$ cat config.mk
export PLATFORM = sky130hd
export DESIGN_NAME = tmr_channel
export DESIGN_NICKNAME = d
export VERILOG_FILES = /design/src/rtl/tmr_pkg.sv /design/src/rtl/tmr_ctrl_regs.sv /design/src/rtl/tmr_counter.sv /design/src/rtl/tmr_channel.sv
export SDC_FILE = /design/constraint.sdc
export NUM_CORES = 1
export LEC_CHECK = 0
export BUFFER_PORTS_ARGS = -buffer_cell sky130_fd_sc_hd__buf_2
export CORE_MARGIN = 2
export CORE_UTILIZATION = 56
export CTS_BUF_LIST = sky130_fd_sc_hd__clkbuf_2
export CTS_CLUSTER_SIZE = 16
export DETAILED_ROUTE_END_ITERATION = 7
export PLACE_DENSITY = 0.83
export SLEW_MARGIN = 10
export SYNTH_ARGS = -nofsm -noshare
export SYNTH_HDL_FRONTEND = slang
export SYNTH_HIERARCHICAL = 1
export SYNTH_SLANG_ARGS = --single-unit
$ cat constraint.sdc
create_clock -name clk -period 2.55 [get_ports clk]
set_input_delay 0.255 -clock clk [delete_from_list [all_inputs] [get_ports clk]]
set_output_delay 0.255 -clock clk [all_outputs]
set_load 0.01 [all_outputs]
$ cat src/rtl/tmr_pkg.sv
package tmr_pkg;
  localparam int SEL_W    = 4;
  localparam int NUM_SRC  = 2 ** SEL_W;
  localparam int B_RELOAD = 6;
  localparam int B_UPDATE = 7;
  localparam int B_IEN    = 14;
  localparam int B_IRQ    = 15;
  localparam logic [4:0] OFS_CNT = 5'h10;

  typedef enum logic [1:0] {
    WR_DIRECT = 2'd0,
    WR_SET    = 2'd1,
    WR_CLR    = 2'd2,
    WR_TOG    = 2'd3
  } wr_kind_e;

  typedef struct packed {
    logic             irq;
    logic             ien;
    logic             update;
    logic             reload;
    logic [SEL_W-1:0] sel;
  } ctrl_t;
endpackage

$ cat src/rtl/tmr_ctrl_regs.sv
module tmr_ctrl_regs
  import tmr_pkg::*;
(
  input  logic        clk,
  input  logic        rst_n,
  input  logic        we_i,
  input  wr_kind_e    kind_i,
  input  logic [31:0] wdata_i,
  input  logic [31:0] bmask_i,
  input  logic        expire_i,
  output ctrl_t       ctrl_o,
  output logic [31:0] word_o
);
  ctrl_t       ctrl_q;
  logic [31:0] cur, w, nxt;
  logic        irq_n;

  always_comb begin
    cur = '0;
    cur[SEL_W-1:0] = ctrl_q.sel;
    cur[B_RELOAD]  = ctrl_q.reload;
    cur[B_UPDATE]  = ctrl_q.update;
    cur[B_IEN]     = ctrl_q.ien;
    cur[B_IRQ]     = ctrl_q.irq;
  end

  always_comb begin
    w   = wdata_i & bmask_i;
    nxt = cur;
    if (we_i) begin
      unique case (kind_i)
        WR_DIRECT: nxt = (cur & ~bmask_i) | w;
        WR_SET:    nxt = cur | w;
        WR_CLR:    nxt = cur & ~w;
        WR_TOG:    nxt = cur ^ w;
      endcase
    end
    // status: software may only clear it, hardware expiry wins
    irq_n = (we_i && kind_i == WR_CLR) ? nxt[B_IRQ] : cur[B_IRQ];
    if (expire_i) irq_n = 1'b1;
  end

  always_ff @(posedge clk or negedge rst_n) begin
    if (!rst_n) begin
      ctrl_q <= '0;
    end else begin
      ctrl_q.sel    <= nxt[SEL_W-1:0];
      ctrl_q.reload <= nxt[B_RELOAD];
      ctrl_q.update <= nxt[B_UPDATE];
      ctrl_q.ien    <= nxt[B_IEN];
      ctrl_q.irq    <= irq_n;
    end
  end

  assign ctrl_o = ctrl_q;
  assign word_o = cur;

  p_irq_hw_only_r4: assert property (@(posedge clk) disable iff (!rst_n)
    $rose(ctrl_q.irq) |-> $past(expire_i));

  p_ack_clears_r10: assert property (@(posedge clk) disable iff (!rst_n)
    (we_i && kind_i == WR_CLR && bmask_i[B_IRQ] && wdata_i[B_IRQ] && !expire_i)
    |=> !ctrl_q.irq);

  p_expiry_wins_r11: assert property (@(posedge clk) disable iff (!rst_n)
    expire_i |=> ctrl_q.irq);
endmodule

$ cat src/rtl/tmr_counter.sv
module tmr_counter
  import tmr_pkg::*;
#(
  parameter int CNT_W = 16
) (
  input  logic               clk,
  input  logic               rst_n,
  input  logic [NUM_SRC-1:0] tick_src,
  input  logic [SEL_W-1:0]   sel_i,
  input  logic               reload_i,
  input  logic               update_i,
  input  logic [CNT_W/8-1:0] fix_be_i,
  input  logic [CNT_W-1:0]   wdata_i,
  output logic [CNT_W-1:0]   fixed_o,
  output logic [CNT_W-1:0]   count_o,
  output logic               expire_o
);
  localparam int NB = CNT_W / 8;

  logic [CNT_W-1:0] fixed_q, fixed_nxt, count_q;
  logic             halted_q, tick, load_now;

  for (genvar b = 0; b < NB; b++) begin : g_fix_byte
    assign fixed_nxt[b*8 +: 8] = fix_be_i[b] ? wdata_i[b*8 +: 8] : fixed_q[b*8 +: 8];
  end

  assign tick     = (sel_i != '0) && tick_src[sel_i];
  assign load_now = update_i && (|fix_be_i);
  assign expire_o = tick && !halted_q && (count_q == '0) && !load_now;

  always_ff @(posedge clk or negedge rst_n) begin
    if (!rst_n) begin
      fixed_q  <= '0;
      count_q  <= '0;
      halted_q <= 1'b0;
    end else begin
      fixed_q <= fixed_nxt;
      if (load_now) begin
        count_q  <= fixed_nxt;
        halted_q <= 1'b0;
      end else if (expire_o) begin
        count_q  <= reload_i ? fixed_q : '0;
        halted_q <= !reload_i;
      end else if (tick && count_q != '0) begin
        count_q <= count_q - 1'b1;
      end
    end
  end

  assign fixed_o = fixed_q;
  assign count_o = count_q;

  p_sel_zero_stops_r6: assert property (@(posedge clk) disable iff (!rst_n)
    (sel_i == '0 && !load_now) |=> $stable(count_q));

  p_decrement_r7: assert property (@(posedge clk) disable iff (!rst_n)
    (tick && count_q != '0 && !load_now) |=> (count_q == $past(count_q) - 1'b1));

  p_halt_holds_r8: assert property (@(posedge clk) disable iff (!rst_n)
    (halted_q && !load_now) |=> (count_q == '0));

  p_immediate_load_r9: assert property (@(posedge clk) disable iff (!rst_n)
    load_now |=> (count_q == $past(fixed_nxt)));
endmodule

$ cat src/rtl/tmr_channel.sv
module tmr_channel
  import tmr_pkg::*;
#(
  parameter int CNT_W = 16
) (
  input  logic               clk,
  input  logic               rst_n,
  input  logic               bus_sel,
  input  logic               bus_we,
  input  logic [4:0]         bus_addr,
  input  logic [3:0]         bus_be,
  input  logic [31:0]        bus_wdata,
  output logic [31:0]        bus_rdata,
  input  logic [NUM_SRC-1:0] tick_src,
  output logic               irq_o
);
  localparam int NB = CNT_W / 8;

  logic             wr, ctrl_wr, cnt_wr, expire;
  logic [31:0]      bmask, ctrl_word;
  logic [NB-1:0]    fix_be;
  logic [CNT_W-1:0] fixed, count;
  ctrl_t            ctrl;
  wr_kind_e         kind;

  for (genvar b = 0; b < 4; b++) begin : g_bmask
    assign bmask[b*8 +: 8] = {8{bus_be[b]}};
  end

  assign wr      = bus_sel && bus_we;
  assign ctrl_wr = wr && !bus_addr[4] && (bus_addr[1:0] == 2'b00);
  assign cnt_wr  = wr && (bus_addr == OFS_CNT);
  assign kind    = wr_kind_e'(bus_addr[3:2]);
  assign fix_be  = cnt_wr ? bus_be[NB-1:0] : '0;

  tmr_ctrl_regs u_regs (
    .clk      (clk),
    .rst_n    (rst_n),
    .we_i     (ctrl_wr),
    .kind_i   (kind),
    .wdata_i  (bus_wdata),
    .bmask_i  (bmask),
    .expire_i (expire),
    .ctrl_o   (ctrl),
    .word_o   (ctrl_word)
  );

  tmr_counter #(.CNT_W(CNT_W)) u_cnt (
    .clk      (clk),
    .rst_n    (rst_n),
    .tick_src (tick_src),
    .sel_i    (ctrl.sel),
    .reload_i (ctrl.reload),
    .update_i (ctrl.update),
    .fix_be_i (fix_be),
    .wdata_i  (bus_wdata[CNT_W-1:0]),
    .fixed_o  (fixed),
    .count_o  (count),
    .expire_o (expire)
  );

  always_comb begin
    bus_rdata = '0;
    if (!bus_addr[4] && bus_addr[1:0] == 2'b00) begin
      bus_rdata = ctrl_word;
    end else if (bus_addr == OFS_CNT) begin
      bus_rdata[15:0]  = 16'(fixed);
      bus_rdata[31:16] = 16'(count);
    end
  end

  assign irq_o = ctrl.irq && ctrl.ien;

  p_irq_needs_enable_r10: assert property (@(posedge clk) disable iff (!rst_n)
    (ctrl_wr && kind == WR_DIRECT && bus_be[1] && !bus_wdata[B_IEN]) |=> !irq_o);
endmodule

==> reports/qor.csv, run 1 <==
stage,metric,value,unit
outcome,status,"complete, but fails checks",
outcome,failing checks,hold timing,
die,cell row count,29,
clock_network,CTS tree,yes,
place,GPL Wtd Cong,0.930,
global_route,GRT Util Overall,27.7,%
cells_and_area,Final Util,66.0,%
worst_setup_path,Crit-path slowest cell,dfrtp_2,
power,Clock power frac,11.2,%
synthesis,Syn Area/Cell,9.13,µm²
synthesis,commonest register cell after synthesis,dfrtp_1,
routing,ANT nets after route,0,
routing,top layer in use,met4,
clock_network,Root Buffer,clkbuf_2,
die,core area,6310,µm²
routing,DRC,0,
die,Die Ht,84.8,µm
synthesis,Gate Count Post-Synth,400,
synthesis,Synth cell types,67,
routing,Metal-1 WL,4.03,mm
worst_setup_path,worst reg2reg path depth,7,
place,DP Wirelength,7.18,mm
worst_setup_path,R2R Setup Slk,0.15,ns
synthesis,"Seq/Total Area, Yosys",28.1,%
min_path,Hold WC Path Type,input port to async pin,
cells_and_area,layout cells sized above 1,38.5,%
clock_network,clock buffer depth,2,
worst_setup_path,largest delay contributor family on the critical path,compound AO/OA/AOI/OAI gates,
global_route,initial antenna violation count,0,
power,leakage power,2.09,nW
routing,Pre-antenna DRT Iters,5,
worst_setup_path,Worst path max stage delay,0.56,ns
clock_network,"Hold-fix buffers, CTS",0,
routing,Avg WL per Cell,17.1,µm
sta,Fin Clk Skew,0.0166,ns
power,Comb pwr share,47.8,%
sta,relative max-transition margin,37.6,%
routing,wire length on met3,595,µm
power,switching power,1.01,mW
power,sequential power share,41.0,%
global_route,largest net degree at the start of global routing,42,
sta,final cycle utilization of the critical path,94.1,%
sta,fin crit period,2.40,ns
cells_and_area,final std cells w/o fill,563,
sta,Max Slew Vio Count,0,
sta,Fin Setup TNS,0,ns
clock_network,clock transition at the registers of the reported paths,0.21,ns
cells_and_area,n_diodes,0,
die,I/O pins,94,
worst_setup_path,"Worst Path Class, Setup",register to register,
routing,total routed wirelength,9.64,mm
power,maximum VDD drop,0.408,mV
cells_and_area,P&R area growth vs syn,14.1,%
worst_setup_path,worst-path cell chain,"mux2i_1, o22ai_1, o32ai_4, buf_4, nor3_4, or3_1, a31oi_1",
global_route,number of global-route vias before repair,3373,
cells_and_area,NumNets Final,564,
worst_setup_path,WP buf/inv,1,
global_route,grt total ovfl,0,
synthesis,Post-synth EDFFs,0,
clock_network,CTS Buf Count,5,
clock_network,worst-skew pair later-pin latency,0.38,ns
die,Die Area,7190,µm²
routing,drt initial violations,221,
sta,f_max,417,MHz
cells_and_area,Finished Cell Area,4170,µm²
synthesis,"Async S/R FF share, synth",100,%
power,sw frac,41.5,%
place,Post-DP Area,4090,µm²
place,IO Port Bufs,74,
place,"worst slack, placed",0.00737,ns
worst_setup_path,Crit Reg-Reg Endpoint,u_cnt/count_o[3],
die,Die W,84.8,µm
worst_setup_path,WP data required,2.85,ns
global_route,first-pass GRT wire length,16.0,mm
die,starting density of the core,57.9,%
synthesis,Syn. warnings,6,
sta,worst-margin pin slew,0.937,ns
worst_setup_path,CP Max Fanout,12,
clock_network,H-tree depth,2,
synthesis,"FF+latch count, synth",41,
worst_setup_path,Crit. End Element,register,
power,pwr/cell area,582,nW/µm²
sta,final hold violation count,29,
flow_run,Max-Cap Viols,0,
power,Int Pwr,1.42,mW
clock_network,CTS Sinks,41,
routing,average via count per standard cell,6.09,
routing,metal2 WL,4.81,mm
sta,final hold slack,-0.0197,ns
power,total design power,2.42,mW
sta,Final WS setup,0.150,ns
routing,total number of vias,3426,
worst_setup_path,"Arr. time, crit path",2.70,ns
place,placed insts,552,
synthesis,Mapped Area,3650,µm²
sta,final setup fails,0,
worst_setup_path,Setup crit start kind,register,
[metal layers]
layer,vias up,track usage (%)
li1,1615,-
met1,1664,34.7
met2,133,48.5
met3,14,4.23
met4,0,9.52
met5,-,0
[synthesized netlist by cell type (3+ instances only)]
library cell  number  share of area [%]
nand3_1            9                1.2
inv_1             12                1.2
nor3_1             9                1.2
buf_6              6                1.8
buf_4             34                7.0
a21oi_1           10                1.4
clkbuf_1           4               0.41
nor2b_1           11                1.9
nand2_1           38                3.9
nor3_2             3               0.82
a31oi_1            8                1.4
o22ai_1            4               0.68
nand2b_1           3               0.51
nor2_1            28                2.9
a32o_1             4                1.1
o21ai_0           18                2.5
o311ai_1           4               0.96
mux2i_1            7                1.9
dfrtp_1           41                 28
or2_1              3               0.51
mux2_2            16                4.9
or3_1              7                1.2
a221o_2            5                1.5
ha_1              17                5.8
buf_2             13                1.8
a221o_1            4                1.1
a32o_2            28                8.6
nand4_1            4               0.68
xnor2_1            5                1.2
[power groups by stage]
| stage | clock (mW) | combinational [mW] | sequential, mW |
|---|---|---|---|
| floorplan | 0 | 0.809 | 0.960 |
| global placement | 0 | 1.05 | 0.998 |
| detailed placement | 0 | 1.08 | 1.01 |
| CTS | 0.278 | 1.09 | 0.992 |
| global route | 0.309 | 1.28 | 1.02 |
| finish | 0.271 | 1.16 | 0.994 |
[timing repair]
action,in CTS,in global routing
buffers inserted,0,4
resized for setup,1,3
pin swaps,0,1
setup endpoints to repair,1,5
[cell families after synthesis]
kind of cell | count (synthesis) | synth area share, %
other | 1 | 0.103
and+or+nand+nor | 136 | 20.7
xor gates and xnor gates | 6 | 1.44
DFF | 41 | 28.1
muxes | 24 | 7.16
AOI/OAI and AO/OA | 105 | 24.4
adders and majority gates | 17 | 5.82
buffers and inverters | 70 | 12.4
[worst max path at each step]
stage / start / end / cells after the start
finish: register / u_cnt/count_o[3] / 7
global route: register / u_cnt/count_o[3] / 7
CTS: register / u_cnt/count_o[3] / 7
detailed placement: register / u_cnt/count_o[3] / 7
global placement: register / u_cnt/count_o[9] / 7
floorplan: bus_addr[3] / u_regs/ctrl_o[7] / 9
[cells in the final DEF, fill, tap and decap left out, types with 3 or more instances in the layout]
master / n
buf_2: 74
buf_4: 39
dfrtp_1: 39
nand2_1: 38
a32o_2: 28
nor2_1: 27
conb_1: 24
o21ai_0: 18
ha_1: 17
mux2_2: 16
inv_1: 12
nor2b_1: 11
a21oi_1: 10
nor3_1: 9
nand3_1: 9
a31oi_1: 8
mux2i_1: 7
or3_1: 7
clkbuf_2: 6
xnor2_1: 5
a221o_2: 5
a32o_1: 4
o22ai_1: 4
nand4_1: 4
a221o_1: 4
o311ai_1: 4
or2_1: 3
[final cells by class]
type / count / area (µm²)
clock buffers: 6 / 30.0
clock inverters: 1 / 3.75
fillers: 557 / 2150
inverters: 12 / 45.0
multi-input cells: 312 / 2280
flip-flops and latches: 41 / 1030
well taps: 77 / 96.3
repair buffers: 114 / 683
Power figures use the tool's default switching activity.
==> run 2: changes to the inputs <==
--- a/config.mk
+++ b/config.mk
@@ -7,7 +7,7 @@
 export LEC_CHECK = 0
 export BUFFER_PORTS_ARGS = -buffer_cell sky130_fd_sc_hd__buf_2
 export CORE_MARGIN = 2
-export CORE_UTILIZATION = 56
+export CORE_UTILIZATION = 54
 export CTS_BUF_LIST = sky130_fd_sc_hd__clkbuf_2
 export CTS_CLUSTER_SIZE = 16
 export DETAILED_ROUTE_END_ITERATION = 7
@@ -15,5 +15,4 @@
 export SLEW_MARGIN = 10
 export SYNTH_ARGS = -nofsm -noshare
 export SYNTH_HDL_FRONTEND = slang
-export SYNTH_HIERARCHICAL = 1
 export SYNTH_SLANG_ARGS = --single-unit
==> reports/qor.csv, run 2 <==
stage,metric,value,unit,change
cells_and_area,final std cells w/o fill,498,,was 563
synthesis,post-synth net total,419,,
routing,Avg WL per Cell,16.7,µm,was 17.1 µm
clock_network,CTS tree,yes,,unchanged
routing,ANT nets after route,0,,unchanged
worst_setup_path,Crit-path slowest cell,dfrtp_1,,was dfrtp_2
sta,Fin Clk Skew,0.0243,ns,was 0.0166 ns
routing,drt initial violations,276,,was 221
clock_network,clock buffer depth,2,,unchanged
routing,top layer in use,met4,,unchanged
clock_network,H-tree depth,2,,unchanged
min_path,Hold WC Path Type,input port to register,,was input port to async pin
synthesis,Syn Area/Cell,9.08,µm²,was 9.13 µm²
clock_network,worst-skew pair later-pin latency,0.43,ns,was 0.38 ns
clock_network,CTS Sinks,41,,unchanged
clock_network,CTS Buf Count,5,,unchanged
worst_setup_path,WP buf/inv,2,,was 1
routing,Pre-antenna DRT Iters,5,,unchanged
sta,f_max,416,MHz,was 417 MHz
place,GPL Wtd Cong,0.882,,was 0.930
clock_network,clock transition at the registers of the reported paths,0.23,ns,was 0.21 ns
global_route,grt total ovfl,0,,unchanged
cells_and_area,layout cells sized above 1,32.6,%,was 38.5%
power,leakage power,1.89,nW,was 2.09 nW
synthesis,"Seq/Total Area, Yosys",33.1,%,was 28.1%
global_route,first-pass GRT wire length,13.2,mm,was 16.0 mm
global_route,GRT Util Overall,26.4,%,was 27.7%
worst_setup_path,CP Max Fanout,8,,was 12
worst_setup_path,Worst path max stage delay,0.57,ns,was 0.56 ns
synthesis,Yosys top cell by area,dfrtp_1,,unchanged
die,cell row count,27,,was 29
die,Die Area,6370,µm²,was 7190 µm²
worst_setup_path,Crit Reg-Reg Endpoint,u_cnt.count_o[3],,was u_cnt/count_o[3]
outcome,status,finished clean,,"was complete, but fails checks"
worst_setup_path,R2R Setup Slk,0.14,ns,was 0.15 ns
synthesis,"Async S/R FF share, synth",100,%,unchanged
min_path,worst hold path endpoint,u_cnt.fixed_o[12],,
routing,wire length on met3,541,µm,was 595 µm
synthesis,Commonest cells post-synth,"41 x dfrtp_1, 41 x nand2_1, 36 x nor2_1, 24 x and3_1, 17 x a21oi_1",,"was 41 x dfrtp_1, 38 x nand2_1, 34 x buf_4, 28 x a32o_2, 28 x nor2_1"
synthesis,Synth top area share,33.1,%,was 28.1%
die,Die W,79.8,µm,was 84.8 µm
place,IO Port Bufs,74,,unchanged
sta,Max Slew Vio Count,0,,unchanged
synthesis,Synth area leaders,"dfrtp_1 33%, ha_1 6.4%, mux2_2 5.4%",,"was dfrtp_1 28%, a32o_2 8.6%, buf_4 7.0%"
min_path,hold path start,bus_wdata[12],,
clock_network,Root Buffer,clkbuf_2,,unchanged
sta,final setup fails,0,,unchanged
worst_setup_path,Worst path most repeated cell,buf_4,,
worst_setup_path,worst reg2reg path depth,8,,was 7
worst_setup_path,"Worst Path Class, Setup",register to register,,unchanged
global_route,initial antenna violation count,0,,unchanged
die,Die Ht,79.8,µm,was 84.8 µm
sta,final cycle utilization of the critical path,94.4,%,was 94.1%
worst_setup_path,WP depth,8,,was 7
routing,Metal-1 WL,3.40,mm,was 4.03 mm
worst_setup_path,worst-path cell chain,"mux4_2, o211ai_1, nand2_1, buf_4, a21oi_1, buf_4, o21ai_0, a31oi_1",,"was mux2i_1, o22ai_1, o32ai_4, buf_4, nor3_4, or3_1, a31oi_1"
synthesis,Post-synth EDFFs,0,,unchanged
worst_setup_path,Crit. End Element,register,,unchanged
place,DP Wirelength,6.12,mm,was 7.18 mm
die,I/O pins,94,,unchanged
worst_setup_path,Setup crit start kind,register,,unchanged
sta,fin crit period,2.41,ns,was 2.40 ns
power,pwr/cell area,648,nW/µm²,was 582 nW/µm²
worst_setup_path,WP data required,2.92,ns,was 2.85 ns
global_route,number of global-route vias before repair,2804,,was 3373
synthesis,Synth cell types,51,,was 67
cells_and_area,# fillers,445,,was 557
cells_and_area,most frequent cells in the layout,"74 x buf_2, 41 x nand2_1, 41 x dfrtp_1",,"was 74 x buf_2, 39 x buf_4, 39 x dfrtp_1"
cells_and_area,"most common cell after layout, fill and taps aside",buf_2,,unchanged
sta,Fin Setup TNS,0,ns,unchanged
synthesis,commonest register cell after synthesis,dfrtp_1,,unchanged
sta,final hold violation count,0,,was 29
place,placed insts,488,,was 552
worst_setup_path,largest delay contributor family on the critical path,compound AO/OA/AOI/OAI gates,,unchanged
global_route,largest net degree at the start of global routing,42,,unchanged
power,maximum VDD drop,0.349,mV,was 0.408 mV
worst_setup_path,"Arr. time, crit path",2.78,ns,was 2.70 ns
die,core area,5540,µm²,was 6310 µm²
routing,total routed wirelength,8.31,mm,was 9.64 mm
synthesis,"FF+latch count, synth",41,,unchanged
routing,total number of vias,2936,,was 3426
die,starting density of the core,56.0,%,was 57.9%
cells_and_area,P&R area growth vs syn,19.5,%,was 14.1%
routing,DRC,0,,unchanged
sta,relative max-transition margin,37.6,%,about the same
sta,RSZ-0062 raised after global routing,true,,
cells_and_area,NumNets Final,502,,was 564
min_path,hold depth,2,,
flow_run,Max-Cap Viols,0,,unchanged
synthesis,Gate Count Post-Synth,342,,was 400
synthesis,Syn. warnings,0,,was 6
cells_and_area,n_diodes,0,,unchanged
synthesis,Mapped Area,3100,µm²,was 3650 µm²
routing,average via count per standard cell,5.90,,was 6.09
sta,worst-margin pin slew,0.935,ns,was 0.937 ns
routing,metal2 WL,4.21,mm,was 4.81 mm
run 2: cell count changes after synthesis, moves of 7 or more:
cell,change
and3_1,+22
a22o_1,+14
nor2b_1,-11
a21oi_1,+7
clkbuf_1,+9
buf_2,-8
a22oi_1,+7
nor2_1,+8
o21ai_0,-11
a32o_2,-28
buf_4,-33
or3_1,-7
run 2: through the flow:
step	power, mW	utilization [%]	setup slack, ns	instance area [µm²]	hold slack (ns)
6_report	2.41	67.0	0.144	3710	0.0587
5_1_grt	2.57	67.0	-0.0440	3710	0.0196
3_3_place_gp	1.91	65.0	0.132	3600	0.435
3_5_place_dp	1.97	65.0	0.0740	3600	0.440
2_1_floorplan	1.66	-	0.314	3100	-0.0406
4_1_cts	2.36	66.4	0.0226	3680	0.0657
run 2: repair_timing:
action                                  in CTS  in global routing
hold endpoints to repair                    41                  0
hold buffers                                 1                  0
buffers inserted                             0                  1
gates resized for setup                      0                  6
endpoints found under the setup margin       0                 15
run 2: routing by layer:
metal / global-route usage, % / up-vias
met4: 8.81 / 0
met5: 0 / -
li1: - / 1400
met2: 44.0 / 118
met3: 4.52 / 22
met1: 34.7 / 1396
run 2: layout make-up:
cell class	instances	area, µm²	share of cell area [%]
Clock inverter	3	41.3	1.11
Clock buffer	5	25.0	0.674
Tap cell	72	90.1	2.43
Inverter	11	41.3	1.11
Sequential cell	41	1030	27.6
Multi-Input combinational cell	267	1930	51.9
Timing Repair Buffer	99	561	15.1
run 2: power breakdown:
part	total [mW]	leakage (nW)	internal, mW	switching [mW]
Combinational	0.932	1.36	0.461	0.472
Clock	0.389	0.0366	0.162	0.227
Sequential	1.08	0.498	0.812	0.272
Total	2.41	1.89	1.43	0.970
run 2: how the worst max path moves through the flow:
stage / endpoint / slack, ns
4_1_cts: u_cnt.count_o[4] / 0.02
3_3_place_gp: u_cnt.count_o[4] / 0.13
2_1_floorplan: u_cnt.count_o[15] / 0.31
5_1_grt: u_cnt.count_o[12] / -0.04
6_report: u_cnt.count_o[3] / 0.14
3_5_place_dp: u_cnt.count_o[4] / 0.07
run 2: logic make-up (layout without fill, tap and decap cells):
logic type      after synthesis  in the layout  share of synthesized area, %
simple gates                137            137                          24.3
flops                        41             41                          33.1
fa+ha+maj                    16             16                          6.45
xor+xnor                     11             11                          3.10
buf+inv                      34            118                          5.68
compound gates               76             76                          17.4
mux                          27             27                          10.0
==> run 3: changes to the inputs <==
--- a/config.mk
+++ b/config.mk
@@ -5,9 +5,10 @@
 export SDC_FILE = /design/constraint.sdc
 export NUM_CORES = 1
 export LEC_CHECK = 0
+export ABC_AREA = 1
 export BUFFER_PORTS_ARGS = -buffer_cell sky130_fd_sc_hd__buf_2
 export CORE_MARGIN = 2
-export CORE_UTILIZATION = 54
+export CORE_UTILIZATION = 55
 export CTS_BUF_LIST = sky130_fd_sc_hd__clkbuf_2
 export CTS_CLUSTER_SIZE = 16
 export DETAILED_ROUTE_END_ITERATION = 7
==> reports/qor.csv, run 3 <==
stage,metric,value,unit,change
synthesis,Post-synth EDFFs,0,,unchanged
synthesis,commonest register cell after synthesis,dfrtp_1,,unchanged
clock_network,CTS tree,yes,,unchanged
place,DP Wirelength,6.75,mm,was 6.12 mm
cells_and_area,most frequent cells in the layout,"141 x nand2_1, 74 x inv_1, 74 x buf_2",,"was 74 x buf_2, 41 x nand2_1, 41 x dfrtp_1"
routing,total number of vias,3672,,was 2936
die,Die Ht,83.5,µm,was 79.8 µm
power,pwr/cell area,749,nW/µm²,was 648 nW/µm²
worst_setup_path,crit path launch,u_cnt.count_o[0],,
clock_network,H-tree depth,2,,unchanged
cells_and_area,"most common cell after layout, fill and taps aside",nand2_1,,was buf_2
cells_and_area,Final Util,65.2,%,was 67.0%
synthesis,Syn. warnings,0,,unchanged
synthesis,"Async S/R FF share, synth",100,%,unchanged
clock_network,CTS Sinks,41,,unchanged
worst_setup_path,WP data required,2.93,ns,was 2.92 ns
die,Die Area,6960,µm²,was 6370 µm²
cells_and_area,P&R area growth vs syn,13.1,%,was 19.5%
clock_network,Root Buffer,clkbuf_2,,unchanged
synthesis,Synth top area share,29.5,%,was 33.1%
worst_setup_path,CP Max Fanout,13,,was 8
worst_setup_path,worst reg2reg path depth,10,,was 8
global_route,initial antenna violation count,0,,unchanged
global_route,largest net degree at the start of global routing,42,,unchanged
power,leakage power,2.24,nW,was 1.89 nW
clock_network,setup bufs post-CTS,0,,unchanged
global_route,number of global-route vias before repair,3443,,was 2804
synthesis,"Seq/Total Area, Yosys",29.5,%,was 33.1%
synthesis,post-synth net total,600,,was 419
synthesis,Gate Count Post-Synth,522,,was 342
place,GPL Wtd Cong,0.881,,was 0.882
routing,Avg WL per Cell,13.7,µm,was 16.7 µm
sta,relative max-transition margin,35.2,%,was 37.6%
sta,f_max,450,MHz,was 416 MHz
worst_setup_path,worst r2r src,u_cnt.count_o[0],,
synthesis,"FF+latch count, synth",41,,unchanged
synthesis,Mapped Area,3470,µm²,was 3100 µm²
min_path,Hold WC Path Type,input port to register,,unchanged
cells_and_area,# fillers,565,,was 445
place,IO Port Bufs,74,,unchanged
die,cell row count,28,,was 27
synthesis,Yosys top cell by area,dfrtp_1,,unchanged
cells_and_area,final std cells w/o fill,665,,was 498
synthesis,Commonest cells post-synth,"141 x nand2_1, 74 x inv_1, 48 x nor2_1, 44 x nand3_1, 41 x dfrtp_1",,"was 41 x dfrtp_1, 41 x nand2_1, 36 x nor2_1, 24 x and3_1, 17 x a21oi_1"
die,starting density of the core,57.6,%,was 56.0%
clock_network,post-cts gate resize count,0,,unchanged
synthesis,Synth area leaders,"dfrtp_1 30%, nand2_1 15%, inv_1 8.0%",,"was dfrtp_1 33%, ha_1 6.4%, mux2_2 5.4%"
routing,average via count per standard cell,5.52,,was 5.90
die,core area,6030,µm²,was 5540 µm²
cells_and_area,layout cells sized above 1,20.0,%,was 32.6%
synthesis,post-synthesis xor/xnor area fraction,3.28,%,was 3.10%
worst_setup_path,CP endpoint,u_cnt.count_o[10],,was u_cnt.count_o[3]
routing,drt initial violations,246,,was 276
flow_run,Max-Cap Viols,0,,unchanged
sta,Max Slew Vio Count,0,,unchanged
clock_network,clock transition at the registers of the reported paths,0.25,ns,was 0.23 ns
synthesis,synthesized-area fraction occupied by adder cells,6.13,%,was 6.45%
routing,Pre-antenna DRT Iters,5,,unchanged
power,maximum VDD drop,0.397,mV,was 0.349 mV
die,I/O pins,94,,unchanged
sta,Final WS setup,0.327,ns,was 0.144 ns
routing,total routed wirelength,9.10,mm,was 8.31 mm
clock_network,clock buffer depth,2,,unchanged
sta,final hold violation count,0,,unchanged
worst_setup_path,Setup crit start kind,register,,unchanged
synthesis,Syn Area/Cell,6.65,µm²,was 9.08 µm²
synthesis,Synth cell types,31,,was 51
worst_setup_path,"Worst Path Class, Setup",register to register,,unchanged
synthesis,mux contribution to synthesized area,0,%,was 10.0%
routing,ANT nets after route,0,,unchanged
worst_setup_path,"Arr. time, crit path",2.60,ns,was 2.78 ns
synthesis,largest family of logic cells by synthesized area,simple AND/OR/NAND/NOR gates,,unchanged
routing,DRC,0,,unchanged
sta,final setup fails,0,,unchanged
global_route,grt total ovfl,0,,unchanged
cells_and_area,n_diodes,0,,unchanged
place,placed insts,656,,was 488
clock_network,worst-skew pair later-pin latency,0.44,ns,was 0.43 ns
die,Die W,83.5,µm,was 79.8 µm
worst_setup_path,Crit Reg-Reg Endpoint,u_cnt.count_o[10],,was u_cnt.count_o[3]
sta,final cycle utilization of the critical path,87.2,%,was 94.4%
sta,worst-margin pin slew,0.971,ns,was 0.935 ns
cells_and_area,NumNets Final,667,,was 502
synthesis,Synth Area in Compound Gates,7.96,%,was 17.4%
global_route,GRT Util Overall,26.3,%,was 26.4%
synthesis,most common cell in the netlist,nand2_1,,
place,"worst slack, placed",0.392,ns,was 0.0740 ns
sta,Fin Clk Skew,0.0252,ns,was 0.0243 ns
outcome,status,finished clean,,unchanged
sta,RSZ-0062 raised after global routing,false,,was true
sta,Fin Setup TNS,0,ns,unchanged
synthesis,Post-Synth Simple-Gate Area,39.7,%,was 24.3%
clock_network,CTS Buf Count,5,,unchanged
sta,fin crit period,2.22,ns,was 2.41 ns
worst_setup_path,Crit. End Element,register,,unchanged
worst_setup_path,R2R Setup Slk,0.33,ns,was 0.14 ns
global_route,first-pass GRT wire length,15.4,mm,was 13.2 mm
==> run 3: changes by cell type after synthesis, sizes merged, moves of 11 or more <==
cell	delta
nand2	+106
nor2	+17
mux2	-17
a22o	-13
nand4	+31
and3	-24
nand3	+50
o21ai	+23
inv	+68
buf	+11
==> run 3: how the worst min path moves through the flow <==
stage          cells past startpoint    startpoint  slack [ns]               end
6_report                           3  bus_wdata[4]        0.06  u_cnt.fixed_o[4]
4_1_cts                            3  bus_wdata[4]        0.06  u_cnt.fixed_o[4]
5_1_grt                            3  bus_wdata[4]        0.05  u_cnt.fixed_o[4]
3_5_place_dp                       1         rst_n        0.46         async pin
3_3_place_gp                       1         rst_n        0.46         async pin
2_1_floorplan                      0         rst_n       -0.04         async pin
==> run 3: area by class of cell <==
cell class | count | area, µm² | share of cell area [%]
Multi-Input combinational cell | 376 | 1980 | 50.5
Sequential cell | 41 | 1030 | 26.1
Timing Repair Buffer | 84 | 448 | 11.4
Inverter | 81 | 312 | 7.93
Tap cell | 75 | 93.8 | 2.39
Clock inverter | 3 | 41.3 | 1.05
Clock buffer | 5 | 25.0 | 0.637
==> run 3: routing by layer <==
metal  global-route usage [%]  wire length [µm]  vias to the layer above
met5                        0                 0                        -
met2                     45.7              4400                      128
met4                     10.6               266                        0
li1                         -                 -                     1817
met1                     33.7              3970                     1703
met3                     2.27               461                       24
==> run 3: report_power, final <==
group / switching, mW / internal (mW) / total, mW
Combinational: 0.963 / 0.569 / 1.53
Sequential: 0.179 / 0.829 / 1.01
Clock: 0.241 / 0.162 / 0.403
Total: 1.38 / 1.56 / 2.94
==> run 3: critical path, cell delays in order, from the launching register on <==
cell and delay (ns):
dfrtp_1 0.44, inv_1 0.13, ha_1 0.23, inv_1 0.06, nor2_2 0.20, nand4_1 0.19
nor2_2 0.48, nand4_1 0.16, nand3_1 0.12, nand2_1 0.08, nand2_1 0.07
==> run 3: what timing repair did <==
item                                    in CTS  in global routing
hold endpoints to repair                    41                  0
endpoints found under the setup margin       0                  0
hold buffers                                 1                  0
==> run 3: per-stage QoR <==
step | area [µm²] | power (mW) | hold slack, ns
finish | 3930 | 2.94 | 0.0582
global route | 3930 | 3.21 | 0.0452
CTS | 3930 | 2.93 | 0.0566
detailed placement | 3850 | 2.53 | 0.457
global placement | 3850 | 2.48 | 0.457
floorplan | 3470 | 2.14 | -0.0406
==> run 3: cell families after synthesis <==
logic type	after synthesis
and+or+nand+nor	298
buffers and inverters	105
AOI/OAI and AO/OA	48
DFF	41
adders and majority gates	17
xor gates and xnor gates	13
